--- src/rtl/tlb_pkg.sv ---
package tlb_pkg;
  localparam int SMALL_OFS = 12;
  localparam int LARGE_OFS = 21;
  typedef enum logic {LG_2M = 1'b0, LG_4M = 1'b1} lg_mode_e;
endpackage

--- src/rtl/tlb_victim.sv ---
module tlb_victim #(
  parameter int ENTRIES = 8,
  localparam int IW = (ENTRIES > 1) ? $clog2(ENTRIES) : 1
) (
  input  logic               clk,
  input  logic               rst,
  input  logic               flush,
  input  logic [ENTRIES-1:0] valid_vec,
  input  logic               alloc,
  output logic [IW-1:0]      idx
);
  logic [IW-1:0] ptr;
  logic [IW-1:0] free_idx;
  logic          any_free;

  always_comb begin
    free_idx = '0;
    any_free = 1'b0;
    for (int i = ENTRIES - 1; i >= 0; i--) begin
      if (!valid_vec[i]) begin
        free_idx = IW'(i);
        any_free = 1'b1;
      end
    end
  end

  assign idx = any_free ? free_idx : ptr;

  always_ff @(posedge clk) begin
    if (rst || flush) begin
      ptr <= '0;
    end else if (alloc && !any_free) begin
      if (ptr == IW'(ENTRIES - 1)) ptr <= '0;
      else                         ptr <= ptr + 1'b1;
    end
  end
endmodule

--- src/rtl/tlb_section.sv ---
module tlb_section #(
  parameter int ENTRIES = 8,
  parameter int TAG_W   = 20,
  parameter int FRM_W   = 20,
  localparam int IW = (ENTRIES > 1) ? $clog2(ENTRIES) : 1
) (
  input  logic             clk,
  input  logic             rst,
  input  logic             flush,
  input  logic             wr_en,
  input  logic [TAG_W-1:0] wr_tag,
  input  logic [FRM_W-1:0] wr_frame,
  input  logic [TAG_W-1:0] lk_tag,
  input  logic [TAG_W-1:0] tag_mask,
  output logic             hit,
  output logic [FRM_W-1:0] hit_frame
);
  logic [ENTRIES-1:0] valid;
  logic [TAG_W-1:0]   tag_mem [ENTRIES];
  logic [FRM_W-1:0]   frm_mem [ENTRIES];
  logic [ENTRIES-1:0] match;
  logic [IW-1:0]      wr_idx;
  logic               do_wr;

  assign do_wr = wr_en && !flush;

  tlb_victim #(.ENTRIES(ENTRIES)) u_victim (
    .clk      (clk),
    .rst      (rst),
    .flush    (flush),
    .valid_vec(valid),
    .alloc    (do_wr),
    .idx      (wr_idx)
  );

  always_ff @(posedge clk) begin
    if (rst || flush) valid <= '0;
    else if (do_wr)   valid[wr_idx] <= 1'b1;
  end

  always_ff @(posedge clk) begin
    if (do_wr) begin
      tag_mem[wr_idx] <= wr_tag;
      frm_mem[wr_idx] <= wr_frame;
    end
  end

  for (genvar g = 0; g < ENTRIES; g++) begin : g_cmp
    assign match[g] = valid[g] && (((tag_mem[g] ^ lk_tag) & tag_mask) == '0);
  end

  always_comb begin
    hit_frame = '0;
    for (int i = ENTRIES - 1; i >= 0; i--) begin
      if (match[i]) hit_frame = frm_mem[i];
    end
  end

  assign hit = |match;
endmodule

--- src/rtl/split_tlb.sv ---
module split_tlb #(
  parameter int VA_W      = 32,
  parameter int PA_W      = 32,
  parameter int SMALL_ENT = 8,
  parameter int LARGE_ENT = 4
) (
  input  logic            clk,
  input  logic            rst,
  input  logic            large_mode,
  input  logic            lk_valid,
  input  logic [VA_W-1:0] lk_va,
  output logic            lk_hit,
  output logic            lk_large,
  output logic [PA_W-1:0] lk_pa,
  input  logic            fill_en,
  input  logic            fill_large,
  input  logic [VA_W-1:0] fill_va,
  input  logic [PA_W-1:0] fill_pa,
  input  logic            flush
);
  import tlb_pkg::*;

  localparam int ST_W = VA_W - SMALL_OFS;
  localparam int SF_W = PA_W - SMALL_OFS;
  localparam int LT_W = VA_W - LARGE_OFS;
  localparam int LF_W = PA_W - LARGE_OFS;

  lg_mode_e        mode;
  logic            hit_s, hit_l;
  logic [SF_W-1:0] frm_s;
  logic [LF_W-1:0] frm_l;
  logic [LT_W-1:0] lmask;
  logic [PA_W-1:0] pa_s, pa_l;
  logic            unused_fill_bits;

  assign mode  = lg_mode_e'(large_mode);
  assign lmask = {{(LT_W-1){1'b1}}, (mode == LG_2M)};
  assign unused_fill_bits = ^{fill_va[SMALL_OFS-1:0], fill_pa[LARGE_OFS-1:0]};

  tlb_section #(.ENTRIES(SMALL_ENT), .TAG_W(ST_W), .FRM_W(SF_W)) u_small (
    .clk      (clk),
    .rst      (rst),
    .flush    (flush),
    .wr_en    (fill_en && !fill_large),
    .wr_tag   (fill_va[VA_W-1:SMALL_OFS]),
    .wr_frame (fill_pa[PA_W-1:SMALL_OFS]),
    .lk_tag   (lk_va[VA_W-1:SMALL_OFS]),
    .tag_mask ({ST_W{1'b1}}),
    .hit      (hit_s),
    .hit_frame(frm_s)
  );

  tlb_section #(.ENTRIES(LARGE_ENT), .TAG_W(LT_W), .FRM_W(LF_W)) u_large (
    .clk      (clk),
    .rst      (rst),
    .flush    (flush),
    .wr_en    (fill_en && fill_large),
    .wr_tag   (fill_va[VA_W-1:LARGE_OFS]),
    .wr_frame (fill_pa[PA_W-1:LARGE_OFS]),
    .lk_tag   (lk_va[VA_W-1:LARGE_OFS]),
    .tag_mask (lmask),
    .hit      (hit_l),
    .hit_frame(frm_l)
  );

  assign pa_s = {frm_s, lk_va[SMALL_OFS-1:0]};

  always_comb begin
    if (mode == LG_4M) pa_l = {frm_l[LF_W-1:1], lk_va[LARGE_OFS:0]};
    else               pa_l = {frm_l, lk_va[LARGE_OFS-1:0]};
  end

  always_ff @(posedge clk) begin
    if (rst) begin
      lk_hit   <= 1'b0;
      lk_large <= 1'b0;
      lk_pa    <= '0;
    end else begin
      lk_hit   <= lk_valid && (hit_s || hit_l);
      lk_large <= lk_valid && hit_l;
      lk_pa    <= hit_l ? pa_l : pa_s;
    end
  end
endmodule

--- config.mk ---
export PLATFORM = sky130hd
export DESIGN_NAME = split_tlb
export DESIGN_NICKNAME = d
export VERILOG_FILES = /design/src/rtl/tlb_pkg.sv /design/src/rtl/tlb_victim.sv /design/src/rtl/tlb_section.sv /design/src/rtl/split_tlb.sv
export SDC_FILE = /design/constraint.sdc
export NUM_CORES = 1
export LEC_CHECK = 0
export CORE_ASPECT_RATIO = 0.75
export CORE_MARGIN = 3
export CORE_UTILIZATION = 29
export DETAILED_ROUTE_END_ITERATION = 12
export PLACE_DENSITY = 0.49
export SKIP_LAST_GASP = 1
export SYNTH_ARGS = -nofsm -noshare
export SYNTH_HDL_FRONTEND = slang
export SYNTH_SLANG_ARGS = --single-unit
--- constraint.sdc ---
create_clock -name clk -period 4.7 [get_ports clk]
set_clock_uncertainty 0.1 [all_clocks]
set_input_delay 0.94 -clock clk [delete_from_list [all_inputs] [get_ports clk]]
set_output_delay 0.94 -clock clk [all_outputs]
set_load 0.1 [all_outputs]
==> results of run 1 <==
-- cell usage in the layout (no fill, tap or decap), types with 4 or more instances in the layout --
cell type	netlist	final
nor2_1	56	45
xor2_1	99	99
a311oi_1	17	17
clkinv_2	0	5
clkbuf_1	18	18
o311ai_1	18	18
o21ai_0	4	4
mux2i_1	5	5
and4_1	4	4
nand4_1	29	29
dfxtp_1	51	51
inv_1	25	25
nand2_1	32	32
a2111oi_2	6	6
buf_12	2	22
a2111oi_0	9	9
xnor2_1	100	100
nor2_2	0	5
a221o_1	18	18
a21oi_1	15	15
buf_4	13	109
o21a_1	11	11
o211ai_1	6	6
nor2_4	0	6
clkdlybuf4s50_1	0	111
nor3_1	48	46
nor4_1	24	21
o2111ai_1	23	23
clkbuf_8	1	6
and3_1	6	6
nor2b_1	12	12
clkbuf_16	0	48
nor4_2	4	6
nand3_1	30	30
a211oi_1	17	17
or3_1	19	19
edfxtp_1	408	408
a2111oi_1	4	4
a32oi_1	18	18
-- worst paths after layout --
kind,to,slack (ns),cells past startpoint,start
worst min register to register,u_large.u_victim.ptr[0],0.39,2,u_large.u_victim.ptr[0]
worst min-delay path,u_large.u_victim.ptr[0],0.39,2,u_large.u_victim.ptr[0]
worst max register to register,lk_pa[12],1.44,10,u_small.tag_mem[6][16]
worst max-delay path,lk_pa[12],0.51,11,lk_va[26]
-- worst register-to-register path, stage by stage (launching register included) --
cell and delay, ns:
edfxtp_1 0.37, xor2_1 0.15, nor4_1 0.37, buf_4 0.19, and4_1 0.23, buf_12 0.17, a32oi_1 0.12, a2111oi_0 0.67
buf_4 0.23, o311ai_1 0.13, a311oi_1 0.40
-- cells by family (layout without fill, tap and decap cells) --
| family | count (synthesis) | in the layout | synth area share (%) |
|---|---|---|---|
| buf+inv | 107 | 356 | 3.72 |
| compound gates | 183 | 183 | 8.40 |
| xor+xnor | 200 | 200 | 9.30 |
| mux | 5 | 5 | 0.265 |
| simple gates | 282 | 282 | 7.93 |
| other cells | 0 | 3 | 0 |
| fa+ha+maj | 3 | 3 | 0.198 |
| flops | 459 | 459 | 70.2 |
-- cell type report --
class	count	area (µm²)	area share, %
sequential	459	13300	56.7
antenna	3	7.51	0.0321
multi-input combinational	673	5030	21.5
tap	861	1080	4.61
timing repair buffer	243	2370	10.2
clock buffer	72	1350	5.78
clock inverter	14	174	0.744
inverter	27	101	0.433
-- report_power, final --
group / switching (W) / internal, W
Sequential: 0.00000716 / 0.00446
Clock: 0.00159 / 0.00216
Combinational: 0.000263 / 0.000151
Total: 0.00186 / 0.00677
-- stage by stage --
stage / TNS [ns] / cell area (µm²) / hold WS (ns) / setup slack (ns) / total power (W)
floorplan: -6.64 / 18900 / 0.354 / -0.0830 / 0.00474
global placement: -0.0127 / 21900 / 0.374 / -0.00648 / 0.00497
detailed placement: -0.0105 / 21900 / 0.391 / -0.0105 / 0.00497
CTS: 0 / 23400 / 0.404 / 0.598 / 0.00875
global route: 0 / 23400 / 0.430 / 0.349 / 0.00892
finish: 0 / 23400 / 0.394 / 0.511 / 0.00863
-- sequential cells by signal (all words and copies together), names as in the netlist --
register,count
u_small.frm_mem,160
u_small.tag_mem,160
u_large.frm_mem,44
u_large.tag_mem,44
lk_pa,32
u_small.valid,8
u_large.valid,4
u_small.u_victim.ptr,3
u_large.u_victim.ptr,2
lk_hit,1
lk_large,1
-- per-layer routing --
metal  global-route usage (%)  share of wire (%)  vias to the layer above
li1                         -                  -                     5230
met1                     23.2                 48                     5852
met2                     24.6                 44                      341
met3                     2.96                6.3                       69
met4                     3.77                1.9                        0
met5                        0                  0                        -
==> run_results.csv, run 1 <==
group,metric,value,unit
setup_path,cpMaxStageDelayCell,"clkdlybuf4s50_1",
grt,antenna_found_initial,3,
setup_path,critPathCaptureType,"flop",
setup_path,path_cells,"clkdlybuf4s50_1 -> xor2_1 -> nor4_1 -> buf_4 -> and4_1 -> buf_12 -> a32oi_1 -> a2111oi_0 -> buf_4 -> o311ai_1 -> a311oi_1",
clock_tree,cts_resized,0,
clock_tree,path_clk_slew,0.06,ns
grt,grt_pass1_vias,11800,
clock_tree,cts_tree,"built",
floorplan,die_h,227,µm
outcome,status,"finished clean",
synthesis,synth_edf_count,408,
synthesis,ys_seq_elements,459,
clock_tree,cts_root_buf,"clkbuf_16",
setup_path,cp_num_buf_inv,4,
setup_path,worstPathArrival,4.54,ns
drt,vias,11500,
finish,final_net_count,1556,
setup_path,worstPathMaxFanout,18,
floorplan,die_w,301,µm
synthesis,synthesis.area,18900,µm²
job,drv_cap,0,
drt,firstDrtPassIters,5,
min_path,hold_path.class,"reg -> reg",
setup_path,critPathMaxStageDelay,0.80,ns
synthesis,synthesis.instances,1239,
setup_path,path_common_cell,"buf_4",
floorplan,io-pin-count,137,
synthesis,synth.avg_cell_area,15.3,µm²
grt,grt_overflow,0,
synthesis,yosys.area.top_type,"edfxtp_1",
finish,syn2layout_area_growth,23.7,%
clock_tree,cts_buffers,46,
setup_path,worst_setup_path_start_kind,"primary input",
power,power_density,369,nW/µm²
clock_tree,hold_buffers,0,
setup_path,critPathKind,"in -> reg",
placed_design,portBuffers,112,
sta,worst_slew_pin_slew,1.04,ns
drt,ant_nets,0,
grt,grt_pass1_wl,80100,µm
synthesis,synth_area_leaders,"edfxtp_1, dfxtp_1, xnor2_1",
sta,slew_viol_final,0,
clock_tree,htree_num_levels,2,
floorplan,rows,80,
floorplan,core-area,64100,µm²
drt,wl_per_cell,23.4,µm
setup_path,critPathTopFamily,"buffers and inverters",
finish,final.fill_count,6128,
placed_design,place.gp.congestion,0.774,
synthesis,yosysMostFrequentCell,"edfxtp_1",
synthesis,synthFlopType,"edfxtp_1",
sta,fmax,239,MHz
drt,finalWirelength,55000,µm
drt,drt-vias-per-instance,4.89,
placed_design,dpl.hpwl,35400,µm
sta,rsz0062_at_grt,"no",
sta,finalCritPeriodShare,89.1,%
clock_tree,clk_latency,0.58,ns
power,p_leak,7.39,nW
synthesis,synthArstFlopShare,0,%
synthesis,yosys_warnings,0,
sta,final-setup-viol-count,0,
sta,hold_viol,0,
synthesis,synth_nets,1345,
power,ir_worst_vdd,0.236,mV
grt,grt_util_all_layers,15.9,%
floorplan,dieArea,68400,µm²
synthesis,synth_common_cells,"edfxtp_1, xnor2_1, xor2_1, nor2_1, dfxtp_1",
drt,drtIter0Drc,911,
sta,slew_headroom,30.6,%
setup_path,crit_required,5.06,ns
finish,drive_gt1_share,15.9,%
floorplan,start_util,29.5,%
clock_tree,cts_setup_buffers,0,
finish,fin_util,36.5,%
clock_tree,cts_sinks,459,
synthesis,synth_top_area_share,64.8,%
grt,grt_max_degree,42,
clock_tree,clockBufferDepth,3,
synthesis,ys_types,66,
finish,layoutNonFillerInstCount,2352,
drt,drc,0,
sta,layout_min_cycle_time,4.19,ns
synthesis,ys_seq_area_share,70.2,%
placed_design,post-place-cells,2263,
Power figures use the tool's default switching activity.
==> run 2, diff against run 1 <==
--- a/config.mk
+++ b/config.mk
@@ -5,6 +5,7 @@
 export SDC_FILE = /design/constraint.sdc
 export NUM_CORES = 1
 export LEC_CHECK = 0
+export ABC_AREA = 0
 export CORE_ASPECT_RATIO = 0.75
 export CORE_MARGIN = 3
 export CORE_UTILIZATION = 29
==> results of run 2 <==
Same layout as run 1: the final DEF is identical, and so are final timing and power.
==> run 3, diff against run 2 <==
--- a/config.mk
+++ b/config.mk
@@ -8,9 +8,9 @@
 export ABC_AREA = 0
 export CORE_ASPECT_RATIO = 0.75
 export CORE_MARGIN = 3
-export CORE_UTILIZATION = 29
+export CORE_UTILIZATION = 45
 export DETAILED_ROUTE_END_ITERATION = 12
-export PLACE_DENSITY = 0.49
+export PLACE_DENSITY = 0.68
 export SKIP_LAST_GASP = 1
 export SYNTH_ARGS = -nofsm -noshare
 export SYNTH_HDL_FRONTEND = slang
==> run_results.csv, run 3 (synthesis results as in run 1) <==
group,metric,value,unit
outcome,status,"finished clean",
drt,finalWirelength,49200,µm
grt,grt_overflow,0,
clock_tree,cts_setup_buffers,0,
clock_tree,hold_buffers,0,
finish,final.fill_count,3271,
setup_path,worstPathMaxFanout,21,
sta,hold_viol,0,
setup_path,critPathTopFamily,"compound AO/OA/AOI/OAI gates",
finish,final_net_count,1533,
finish,top_regs,"u_small.frm_mem (160), u_small.tag_mem (160)",
drt,drt-vias-per-instance,5.78,
finish,layoutNonFillerInstCount,2027,
power,comb_power_share,4.6,%
clock_tree,cts_root_buf,"clkbuf_16",
clock_tree,cts_sinks,459,
drt,ant_nets,0,
drt,drtIter0Drc,1422,
drt,wl_per_cell,24.3,µm
floorplan,start_util,46.0,%
sta,final-setup-viol-count,0,
drt,vias,11700,
placed_design,place.gp.congestion,0.819,
power,p_seq_share,51.6,%
finish,final_cell_mix,"edfxtp_1, clkdlybuf4s50_1, xnor2_1",
min_path,hold_path.class,"reg -> reg",
clock_tree,cts_resized,0,
placed_design,preCtsSetupSlack,0.179,ns
clock_tree,path_clk_slew,0.06,ns
sta,worst_slew_pin_slew,0.986,ns
sta,slew_headroom,34.1,%
min_path,whs_path_depth,2,
job,drv_cap,0,
finish,multi_input_area,5030,µm²
clock_tree,clockBufferDepth,3,
sta,tns,0,ns
grt,grt_max_degree,42,
drt,drc,0,
power,p_leak,7.26,nW
floorplan,io-pin-count,137,
setup_path,critPathCaptureType,"flop",
floorplan,core-area,41200,µm²
power,ir_worst_vdd,0.278,mV
drt,firstDrtPassIters,5,
power,switching_share,20.6,%
setup_path,reg2reg_depth,10,
setup_path,worst_setup_path_start_kind,"primary input",
placed_design,portBuffers,112,
setup_path,worstPathArrival,4.42,ns
finish,regArea,13300,µm²
power,power_density,379,nW/µm²
setup_path,cp_num_buf_inv,3,
floorplan,die_w,243,µm
sta,worst_slack,0.610,ns
floorplan,dieArea,44600,µm²
finish,syn2layout_area_growth,20.7,%
setup_path,cpMaxStageDelayCell,"clkdlybuf4s50_1",
clock_tree,cts_tree,"built",
setup_path,crit_required,5.04,ns
power,pwr-share-clk,43.7,%
placed_design,post-place-cells,1941,
clock_tree,cts_buffers,45,
clock_tree,clk_latency,0.57,ns
sta,whs,0.392,ns
finish,final_common_cell,"edfxtp_1",
setup_path,crit_cells,10,
grt,grt_pass1_vias,11500,
grt,grt_util_all_layers,21.8,%
finish,fin_util,55.4,%
setup_path,critPathKind,"in -> reg",
setup_path,critPathMaxStageDelay,0.73,ns
clock_tree,htree_num_levels,2,
placed_design,dpl.hpwl,31300,µm
power,p_sw,0.00178,W
finish,drive_gt1_share,14.5,%
grt,antenna_found_initial,2,
floorplan,rows,64,
floorplan,die_h,184,µm
setup_path,path_cells,"clkdlybuf4s50_1 -> xnor2_1 -> nand4_1 -> nor4_4 -> buf_12 -> o2111ai_1 -> a2111oi_0 -> buf_4 -> o311ai_1 -> a311oi_1",
sta,rsz0062_at_grt,"no",
sta,slew_viol_final,0,
sta,layout_min_cycle_time,4.09,ns
power,internal_power,0.00687,W
grt,grt_pass1_wl,72900,µm
sta,finalCritPeriodShare,87.0,%
sta,fmax,245,MHz
run 3: cell types whose count changed in the layout (fill, tap and decap cells not counted), moves of 2 or more:
cell and delta:
buf_12 -5, bufinv_16 +3, clkinv_4 -2, buf_4 -17, clkbuf_1 -6, clkinvlp_4 +2
clkinv_1 +4
run 3: final cells by class:
cell class / instances / area share (%)
diodes: 2 / 0.0219
clock buffers: 65 / 5.71
clock inverters: 19 / 1.10
inverters: 27 / 0.444
multi-input cells: 673 / 22.0
flip-flops and latches: 459 / 58.2
well taps: 561 / 3.08
repair buffers: 221 / 9.43
run 3: path summary, 6_finish.rpt:
check,start,endpoint,slack (ns)
worst max register to register,u_small.tag_mem[6][1],lk_pa[12],1.47
worst min register to register,u_large.u_victim.ptr[0],u_large.u_victim.ptr[0],0.39
worst min-delay path,u_large.u_victim.ptr[0],u_large.u_victim.ptr[0],0.39
worst max-delay path,lk_va[21],lk_pa[12],0.61
run 3: worst reg2reg max path, stage by stage (launching register included):
cell and delay [ns]:
edfxtp_1 0.40, xor2_2 0.15, nor4_1 0.31, buf_4 0.20, and4_1 0.25, buf_12 0.17, a32oi_1 0.11, a2111oi_0 0.69
buf_4 0.22, o311ai_1 0.11, a311oi_1 0.39
run 3: routing by layer:
layer  up-vias  GRT usage, %  wire length (µm)
li1       5178             -                 -
met1      5942          31.8             21900
met2       531          33.5             21900
met3        69          4.49              4460
met4         0          5.99              1080
met5         -             0                 0
run 3: power by group through the flow:
stage | logic, W | registers, W | clock network, W
floorplan | 0.000146 | 0.00460 | 0
global placement | 0.000392 | 0.00455 | 0
detailed placement | 0.000399 | 0.00456 | 0
CTS | 0.000401 | 0.00447 | 0.00385
global route | 0.000425 | 0.00447 | 0.00401
finish | 0.000401 | 0.00447 | 0.00378
run 3: stage by stage:
| stage | cell area (µm²) | total power [W] |
|---|---|---|
| floorplan | 18900 | 0.00474 |
| global placement | 21300 | 0.00495 |
| detailed placement | 21300 | 0.00495 |
| CTS | 22800 | 0.00872 |
| global route | 22800 | 0.00890 |
| finish | 22800 | 0.00865 |
